<file path="config.mk">
export PLATFORM = sky130hd
export DESIGN_NAME = fe_link_responder
export DESIGN_NICKNAME = d
export VERILOG_FILES = /design/src/rtl/fe_link_responder.sv
export SDC_FILE = /design/constraint.sdc
export NUM_CORES = 1
export LEC_CHECK = 0
export ABC_AREA = 0
export BUFFER_PORTS_ARGS = -buffer_cell sky130_fd_sc_hd__buf_4
export CORE_MARGIN = 2
export CORE_UTILIZATION = 45
export DETAILED_ROUTE_END_ITERATION = 16
export PLACE_DENSITY = 0.71
export SYNTH_ARGS = -nofsm -noshare
export SYNTH_HDL_FRONTEND = slang
export SYNTH_SLANG_ARGS = --single-unit
</file>
<file path="constraint.sdc">
create_clock -name clk -period 3.55 [get_ports clk]
set_clock_uncertainty 0.2 [all_clocks]
set_input_delay 0 -clock clk [delete_from_list [all_inputs] [get_ports clk]]
set_output_delay 0 -clock clk [all_outputs]
set_load 0.02 [all_outputs]
</file>
<file path="src/rtl/fe_link_responder.sv">
module fe_link_responder #(
  parameter int ADDR_W = 19,
  parameter int LEN_W  = 16,
  parameter int DW     = 32
) (
  input  logic              clk,
  input  logic              rst_n,
  input  logic              bk_valid,
  input  logic [DW-1:0]     bk_data,
  output logic              fw_valid,
  output logic [DW-1:0]     fw_data,
  input  logic              fw_xoff,
  output logic [ADDR_W-1:0] fe_addr,
  output logic              fe_cmd,
  output logic              fe_wr,
  output logic              fe_rd,
  output logic [DW-1:0]     fe_wdata,
  input  logic [DW-1:0]     fe_rdata,
  input  logic              fe_rack,
  input  logic              ev_valid,
  input  logic [DW-1:0]     ev_data,
  output logic              ev_ready,
  output logic              cmd_err
);

  localparam logic [3:0] OP_CMD = 4'd1;
  localparam logic [3:0] OP_STAT = 4'd2;
  localparam logic [3:0] OP_BWR = 4'd3;
  localparam logic [3:0] OP_BRD = 4'd4;
  localparam logic [3:0] OP_RUN = 4'd5;
  localparam logic [3:0] OP_END = 4'd6;
  localparam logic [3:0] OP_EOT = 4'd7;
  localparam logic [DW-1:0] MK_EOB = DW'(32'h0000_00B8);
  localparam logic [DW-1:0] MK_EOT = DW'(32'h0000_00E7);
  localparam logic [DW-1:0] MK_EOE = DW'(32'h0000_00E5);
  localparam logic [LEN_W-1:0] ONE = LEN_W'(1);

  typedef enum logic [3:0] {
    S_IDLE, S_STRD, S_STSEND, S_BWLEN, S_BWDAT, S_BWEOT, S_BRLEN,
    S_BRRD, S_BRSEND, S_BREOB, S_BREOT, S_RUNIDLE, S_RUNDAT, S_RUNEOE
  } st_t;

  st_t               st;
  logic [ADDR_W-1:0] addr_q;
  logic [LEN_W-1:0]  cnt;
  logic [DW-1:0]     data_q;
  logic              stop_q;

  wire [3:0]        op       = bk_data[3:0];
  wire [ADDR_W-1:0] bk_addr  = bk_data[DW-1 -: ADDR_W];
  wire [LEN_W-1:0]  bk_len   = bk_data[LEN_W-1:0];
  wire [LEN_W-1:0]  ev_len   = ev_data[LEN_W-1:0];
  wire              end_now  = bk_valid && (op == OP_END);
  wire              in_run   = (st == S_RUNIDLE) || (st == S_RUNDAT) || (st == S_RUNEOE);
  wire              takes_bk = (st == S_IDLE) || (st == S_BWLEN) || (st == S_BWDAT) ||
                               (st == S_BWEOT) || (st == S_BRLEN) || in_run;
  wire              ev_take  = ev_valid && ev_ready;

  assign ev_ready = !fw_xoff && (((st == S_RUNIDLE) && !end_now) || (st == S_RUNDAT));
  assign fe_cmd   = (st == S_IDLE) && bk_valid && (op == OP_CMD);
  assign fe_wr    = (st == S_BWDAT) && bk_valid;
  assign fe_rd    = (st == S_STRD) || (st == S_BRRD);
  assign fe_wdata = bk_data;
  assign fe_addr  = fe_cmd ? bk_addr : addr_q;

  always_ff @(posedge clk) begin
    if (!rst_n) begin
      st       <= S_IDLE;
      addr_q   <= '0;
      cnt      <= '0;
      data_q   <= '0;
      stop_q   <= 1'b0;
      fw_valid <= 1'b0;
      fw_data  <= '0;
      cmd_err  <= 1'b0;
    end else begin
      fw_valid <= 1'b0;
      cmd_err  <= bk_valid && !takes_bk;
      if (in_run && bk_valid && op != OP_END) cmd_err <= 1'b1;
      case (st)
        S_IDLE: if (bk_valid) begin
          case (op)
            OP_CMD: ;
            OP_STAT: begin addr_q <= bk_addr; st <= S_STRD; end
            OP_BWR: begin addr_q <= bk_addr; st <= S_BWLEN; end
            OP_BRD: begin addr_q <= bk_addr; st <= S_BRLEN; end
            OP_RUN: begin stop_q <= 1'b0; st <= S_RUNIDLE; end
            default: cmd_err <= 1'b1;
          endcase
        end
        S_STRD: if (fe_rack) begin data_q <= fe_rdata; st <= S_STSEND; end
        S_STSEND: if (!fw_xoff) begin
          fw_valid <= 1'b1;
          fw_data  <= data_q;
          st       <= S_IDLE;
        end
        S_BWLEN: if (bk_valid) begin
          cnt <= bk_len;
          st  <= (bk_len == '0) ? S_BWEOT : S_BWDAT;
        end
        S_BWDAT: if (bk_valid) begin
          addr_q <= addr_q + 1'b1;
          cnt    <= cnt - ONE;
          if (cnt == ONE) st <= S_BWEOT;
        end
        S_BWEOT: if (bk_valid) begin
          if (op != OP_EOT) cmd_err <= 1'b1;
          st <= S_IDLE;
        end
        S_BRLEN: if (bk_valid) begin
          cnt <= bk_len;
          st  <= (bk_len == '0) ? S_BREOB : S_BRRD;
        end
        S_BRRD: if (fe_rack) begin data_q <= fe_rdata; st <= S_BRSEND; end
        S_BRSEND: if (!fw_xoff) begin
          fw_valid <= 1'b1;
          fw_data  <= data_q;
          addr_q   <= addr_q + 1'b1;
          cnt      <= cnt - ONE;
          st       <= (cnt == ONE) ? S_BREOB : S_BRRD;
        end
        S_BREOB: if (!fw_xoff) begin
          fw_valid <= 1'b1;
          fw_data  <= MK_EOB;
          st       <= S_BREOT;
        end
        S_BREOT: if (!fw_xoff) begin
          fw_valid <= 1'b1;
          fw_data  <= MK_EOT;
          st       <= S_IDLE;
        end
        S_RUNIDLE: begin
          if (end_now) st <= S_IDLE;
          else if (ev_take) begin
            fw_valid <= 1'b1;
            fw_data  <= ev_data;
            cnt      <= ev_len;
            st       <= (ev_len == '0) ? S_RUNEOE : S_RUNDAT;
          end
        end
        S_RUNDAT: begin
          if (end_now) stop_q <= 1'b1;
          if (ev_take) begin
            fw_valid <= 1'b1;
            fw_data  <= ev_data;
            cnt      <= cnt - ONE;
            if (cnt == ONE) st <= S_RUNEOE;
          end
        end
        S_RUNEOE: begin
          if (end_now) stop_q <= 1'b1;
          if (!fw_xoff) begin
            fw_valid <= 1'b1;
            fw_data  <= MK_EOE;
            st       <= (stop_q || end_now) ? S_IDLE : S_RUNIDLE;
          end
        end
        default: st <= S_IDLE;
      endcase
    end
  end

  assert_xoff_gap_R8: assert property (@(posedge clk) disable iff (!rst_n)
    fw_xoff |=> !fw_valid);

  assert_rd_hold_R3: assert property (@(posedge clk) disable iff (!rst_n)
    (fe_rd && !fe_rack) |=> (fe_rd && $stable(fe_addr)));

  assert_err_cause_R9: assert property (@(posedge clk) disable iff (!rst_n)
    cmd_err |-> $past(bk_valid));

  assert_ev_forward_R6: assert property (@(posedge clk) disable iff (!rst_n)
    (ev_valid && ev_ready) |=> fw_valid);

  assert_cmd_silent_R2: assert property (@(posedge clk) disable iff (!rst_n)
    fe_cmd |=> !fw_valid);

endmodule

</file>
==> results.cfg, run 1 <==
[clock_tree]
cts_hold_buf = 108
cts_buffers = 9
post_cts_buffers = 0
clkSlewWorstSetupHoldPaths_ps = 70
cts_buffer_depth = 2
htree_levels = 3
clock_latency_ps = 360
tritoncts = yes
cts_resized = 0
clock-root-buffer = clkbuf_16
cts.sinks = 106

[power]
p_comb_share_pct = 57.6
swShare_pct = 44.6
power_mw = 7.12
p_sw_mw = 3.17
clockPowerShare_pct = 14.9
pwr-share-seq_pct = 27.6
p_int_mw = 3.95
leakagePower_nw = 3.58
peakVddDrop_uv = 333
power_density_mw_per_mm2 = 782

[logic_synthesis]
ys_warn_count = 0
synth-seq-area-share_pct = 32.6
syn_area_mm2 = 0.00650
ys_types = 83
synth-async-reset-ratio_pct = 0
netlist_instances = 807
synth_fp_nets = 912
synth_edf_count = 0
ys_ff_latch = 106
synth_top_flop_cell = dfxtp_1
avgSynthCellArea_um2 = 8.06

[placement]
gp_congestion = 0.879
dpl.cell_count = 1094
hpwl_mm = 13.6
io_buffer_count = 190

[floorplan]
rows = 43
die_h_um = 124
coreArea_mm2 = 0.0140
initial_core_util_pct = 46.5
io_pins = 191
dieArea_mm2 = 0.0154
die_x_um = 124

[detailed_routing]
drcViolationCount = 0
routedWlPerCell_um = 17.2
first_pass_iters = 5
viasPerCell = 5.73
ant_nets = 0
wirelength_mm = 20.9
vias = 6984
drt-initial-drc-count = 677

[sta]
rsz0062_at_grt = no
max_freq_ghz = 0.310
hold_viol_final = 0
tns_ps = 0
fin_crit_sh_pct = 91.0
min_period_ps = 3230
setup_violations = 0
finalMaxSlewViolations = 0
slew_headroom_pct = 35.1
tightest_slew_ps = 972

[setup_path]
crit_fanout = 28
worstSetupEndpointType = flip-flop
crit_type = flip-flop to flip-flop
reg2reg_depth = 6
cp-start-kind = flip-flop
crit_required_ps = 3650
arrival_ps = 3330
rr_startpoint = st[2]$_SDFFE_PN0P_
rrSetupSlack_ps = 320
rr_endpoint = addr_q[3]$_SDFFE_PN0P_
crit_start = st[2]$_SDFFE_PN0P_

[min_path]
holdPathStages = 2
hold_class = input port to output pin
hold_end = fe_wdata[16]
hp-start = bk_data[16]

[final_layout]
drive_above_1_share_pct = 26.3
nets = 1138
syn_to_final_growth_pct = 40.0
mostFrequentLayoutCells = buf_4, dlygate4sd3_1, dfxtp_1
layout_commonest_cell = buf_4
diodes = 0
instances_no_fill = 1218

[global_route]
grt_pass1_vias = 6598
grt_pass1_wl_mm = 33.6
grt_overflow = 0
grt_max_degree = 66
antenna_found_initial = 0
grt_util_all_layers_pct = 26.2

[run_status]
outcome = completed

[job]
drv_cap = 0
==> power by group through the flow <==
stage,Combinational (mW),Clock (mW),Sequential [mW]
2_1_floorplan,2.90,0,1.91
4_1_cts,4.04,1.07,1.95
3_3_place_gp,3.74,0,1.97
3_5_place_dp,3.77,0,1.97
5_1_grt,4.49,1.11,2.02
6_report,4.10,1.06,1.96
==> metrics by stage <==
stage | area (um^2) | setup slack, ps | util (%) | hold WS [ps]
finish | 9100 | 320 | 65.1 | 16.7
global route | 9100 | 67.5 | 65.1 | 23.9
CTS | 9100 | 353 | 65.1 | 18.6
detailed placement | 7710 | 692 | 55.1 | 16.0
global placement | 7710 | 758 | 55.1 | 15.2
floorplan | 6500 | 1430 | - | -120
==> how the worst max path moves through the flow <==
stage | slack [ps] | endpoint | cells after the start
final | 320 | addr_q[3]$_SDFFE_PN0P_ | 6
after global routing | 70 | cnt[13]$_SDFFE_PN0P_ | 6
after CTS | 350 | addr_q[3]$_SDFFE_PN0P_ | 6
after detailed placement | 690 | cnt[7]$_SDFFE_PN0P_ | 5
after global placement | 760 | cnt[7]$_SDFFE_PN0P_ | 5
after floorplan | 1430 | data_q[22]$_SDFFE_PN0P_ | 8
==> area by class of cell <==
type / count / area [um^2]
fillers: 1200 / 4880
multi-input cells: 596 / 3780
repair buffers: 312 / 2640
flip-flops and latches: 106 / 2120
clock buffers: 10 / 239
well taps: 180 / 225
clock inverters: 6 / 71.3
inverters: 8 / 30.0
==> registers in the layout, indices dropped and copies added, names as in the netlist <==
signal    flops
stop_q        1
fw_data      32
st            4
cnt          16
fw_valid      1
addr_q       19
data_q       32
cmd_err       1
==> worst max-delay path, cell delays in order, from the launching register on <==
cell	delay, ps
dfxtp_1	970
xnor2_1	240
nand2b_1	460
or3_1	450
a21oi_1	150
o21a_1	150
dlygate4sd3_1	550
==> metal layers <==
metal | global-route usage, % | vias up | share of wire (%)
met2 | 43.2 | 316 | 47
met5 | 0 | - | 0
li1 | - | 3410 | -
met1 | 34.7 | 3220 | 43
met4 | 8.53 | 0 | 2.1
met3 | 4.78 | 38 | 7.6
==> cells in the mapped netlist (6+ instances only) <==
cell        n  area (um^2)
a21oi_1    78          390
nand3_1    14         70.1
dfxtp_1   106         2120
clkbuf_1   28          105
nor2_1     67          251
a22oi_1    28          210
and2_1      6         37.5
buf_2      23          115
o21ai_1    10         50.1
nand2b_1   15         93.8
nor3_1     21          105
and3_1      8         50.1
o21ai_0    28          140
a31oi_1     7         43.8
a211oi_2   10          125
nand2_1   103          387
buf_4      40          300
a211oi_1   26          195
o21a_1      6         45.0
nor4_1     11         68.8
nor2b_1    10         62.6
buf_6       6         67.6
nand4_1    10         62.6
o211ai_1    9         67.6
o22ai_1     7         43.8
mux2_4     19          285
a221oi_1    6         52.6
==> cell families (layout without fill, tap and decap cells) <==
logic type | after synthesis | after routing | share of synthesized area (%)
compound gates | 275 | 275 | 29.8
flops | 106 | 106 | 32.6
simple gates | 293 | 293 | 22.2
buf+inv | 105 | 336 | 9.51
mux | 19 | 19 | 4.39
fa+ha+maj | 3 | 3 | 0.577
xor+xnor | 6 | 6 | 0.808
(Power assumes the default switching activity.)
==> run 2, diff against run 1 <==
--- a/config.mk
+++ b/config.mk
@@ -8,9 +8,8 @@
 export ABC_AREA = 0
 export BUFFER_PORTS_ARGS = -buffer_cell sky130_fd_sc_hd__buf_4
 export CORE_MARGIN = 2
-export CORE_UTILIZATION = 45
+export CORE_UTILIZATION = 30
 export DETAILED_ROUTE_END_ITERATION = 16
-export PLACE_DENSITY = 0.71
 export SYNTH_ARGS = -nofsm -noshare
 export SYNTH_HDL_FRONTEND = slang
 export SYNTH_SLANG_ARGS = --single-unit
==> run 2 against run 1 <==
Effect of this change:
- sequential share of layout area decreased by 0.21 points
- global-route usage decreased by 7.2 points
- hold slack got worse by 1.9 ps
- via count decreased by 0.42%
- register-to-register slack improved by 90 ps
- routed wire length increased by 7.5%
- utilization decreased by 22 points
- critical path depth increased by 1
- critical path type unchanged
==> results.cfg, run 2 (synthesis gave the netlist of run 1 again) <==
[final_layout]
layout_commonest_cell = buf_4
mostFrequentLayoutCells = buf_4, dfxtp_1, dlygate4sd3_1
nets = 1136
top_regs = data_q: 32 flops, fw_data: 32 flops, addr_q: 19 flops
syn_to_final_growth_pct = 41.4
diodes = 0
drive_above_1_share_pct = 26.6

[detailed_routing]
ant_nets = 0
routedWlPerCell_um = 17.1
drcViolationCount = 0
vias = 6955
wirelength_mm = 22.5
viasPerCell = 5.31
first_pass_iters = 8
drt-initial-drc-count = 526

[sta]
slew_headroom_pct = 31.8
fin_crit_sh_pct = 88.4
setup_violations = 0
hold_viol_final = 0
setup_slack_ps = 413
tightest_slew_ps = 1020
min_period_ps = 3140
tns_ps = 0
max_freq_ghz = 0.319
rsz0062_at_grt = no
finalMaxSlewViolations = 0

[clock_tree]
clock_latency_ps = 370
cts_buffer_depth = 2
clkSlewWorstSetupHoldPaths_ps = 90
clock-root-buffer = clkbuf_16
htree_levels = 3
post_cts_buffers = 0
tritoncts = yes
cts_buffers = 9
cts.sinks = 106

[power]
pwr-share-seq_pct = 27.5
power_density_mw_per_mm2 = 772
swShare_pct = 46.2
p_comb_share_pct = 57.4
p_int_mw = 3.82
leakagePower_nw = 3.58
peakVddDrop_uv = 410
p_sw_mw = 3.28
clockPowerShare_pct = 15.2

[global_route]
grt_pass1_vias = 6392
grtUsageMet3_pct = 4.07
grt_util_all_layers_pct = 19.0
grt-busiest-layer = met2
antenna_found_initial = 0
grtUsageMet2_pct = 29.7
met1_usage_pct = 26.5
grt_pass1_wl_mm = 34.5
grt_max_degree = 66
grt_overflow = 0

[floorplan]
rows = 53
dieArea_mm2 = 0.0229
die_h_um = 151
die_x_um = 151
coreArea_mm2 = 0.0212
io_pins = 191
initial_core_util_pct = 30.7

[placement]
gp_congestion = 0.866
hpwl_mm = 15.3
dpl_worst_slack_ps = 699
io_buffer_count = 190

[setup_path]
worstSetupEndpointType = flip-flop
crit_type = flip-flop to flip-flop
cp-start-kind = flip-flop
arrival_ps = 3200
crit_required_ps = 3610
crit_fanout = 19

[min_path]
hold_class = input port to flip-flop

[run_status]
outcome = completed

[job]
drv_cap = 0
run 2: power by group through the flow:
| stage | registers [mW] | clock network (mW) | logic (mW) |
|---|---|---|---|
| detailed placement | 1.96 | 0 | 3.85 |
| CTS | 1.94 | 1.10 | 4.04 |
| finish | 1.95 | 1.08 | 4.07 |
| floorplan | 1.91 | 0 | 2.90 |
| global placement | 1.96 | 0 | 3.83 |
| global route | 2.01 | 1.14 | 4.49 |
run 2: path summary, 6_finish.rpt:
check / start / slack (ps) / depth (start not counted) / to
max: st[2]$_SDFFE_PN0P_ / 410 / 7 / cnt[9]$_SDFFE_PN0P_
min: fe_rack / 10 / 5 / data_q[10]$_SDFFE_PN0P_
max reg2reg: st[2]$_SDFFE_PN0P_ / 410 / 7 / cnt[9]$_SDFFE_PN0P_
min reg2reg: data_q[29]$_SDFFE_PN0P_ / 260 / 2 / data_q[29]$_SDFFE_PN0P_
run 2: metrics by stage:
step                      cells  utilization [%]  power [mW]  area (um^2)  hold slack (ps)
after floorplan             807                -        4.82         6500             -120
after global placement     1191             37.0        5.79         7830             16.5
after detailed placement   1191             37.0        5.81         7830             17.4
after CTS                  1311             43.4        7.07         9190             3.78
after global routing       1311             43.5        7.64         9190             47.5
final                      1311             43.5        7.10         9190             14.8
run 2: worst max-delay path, cell delays in order (launching register included):
cell and delay (ps):
dfxtp_2 590, buf_4 230, nor3b_2 360, o21ai_2 200
o211ai_2 620, a21oi_1 80, o21a_1 210, dlygate4sd3_1 540
run 2: repair_timing:
action                                  4_1_cts  5_1_grt
endpoints found under the setup margin        0        1
hold buffers                                104        0
endpoints found under the hold margin       101        0
resized for setup                             0        1
run 2: layer usage:
metal  share of wire (%)  routed length, um  vias to the layer above
met1                  45              10200                     3236
met5                   0                  0                        -
li1                    -                  -                     3393
met4                 1.9                421                        0
met2                  46              10300                      295
met3                 6.8               1530                       31
run 2: area by class of cell:
| class | count | area (um^2) |
|---|---|---|
| Inverter | 8 | 30.0 |
| Clock buffer | 9 | 225 |
| Sequential cell | 106 | 2120 |
| Multi-Input combinational cell | 596 | 3780 |
| Clock inverter | 7 | 91.3 |
| Fill cell | 2076 | 12000 |
| Tap cell | 275 | 344 |
| Timing Repair Buffer | 310 | 2600 |
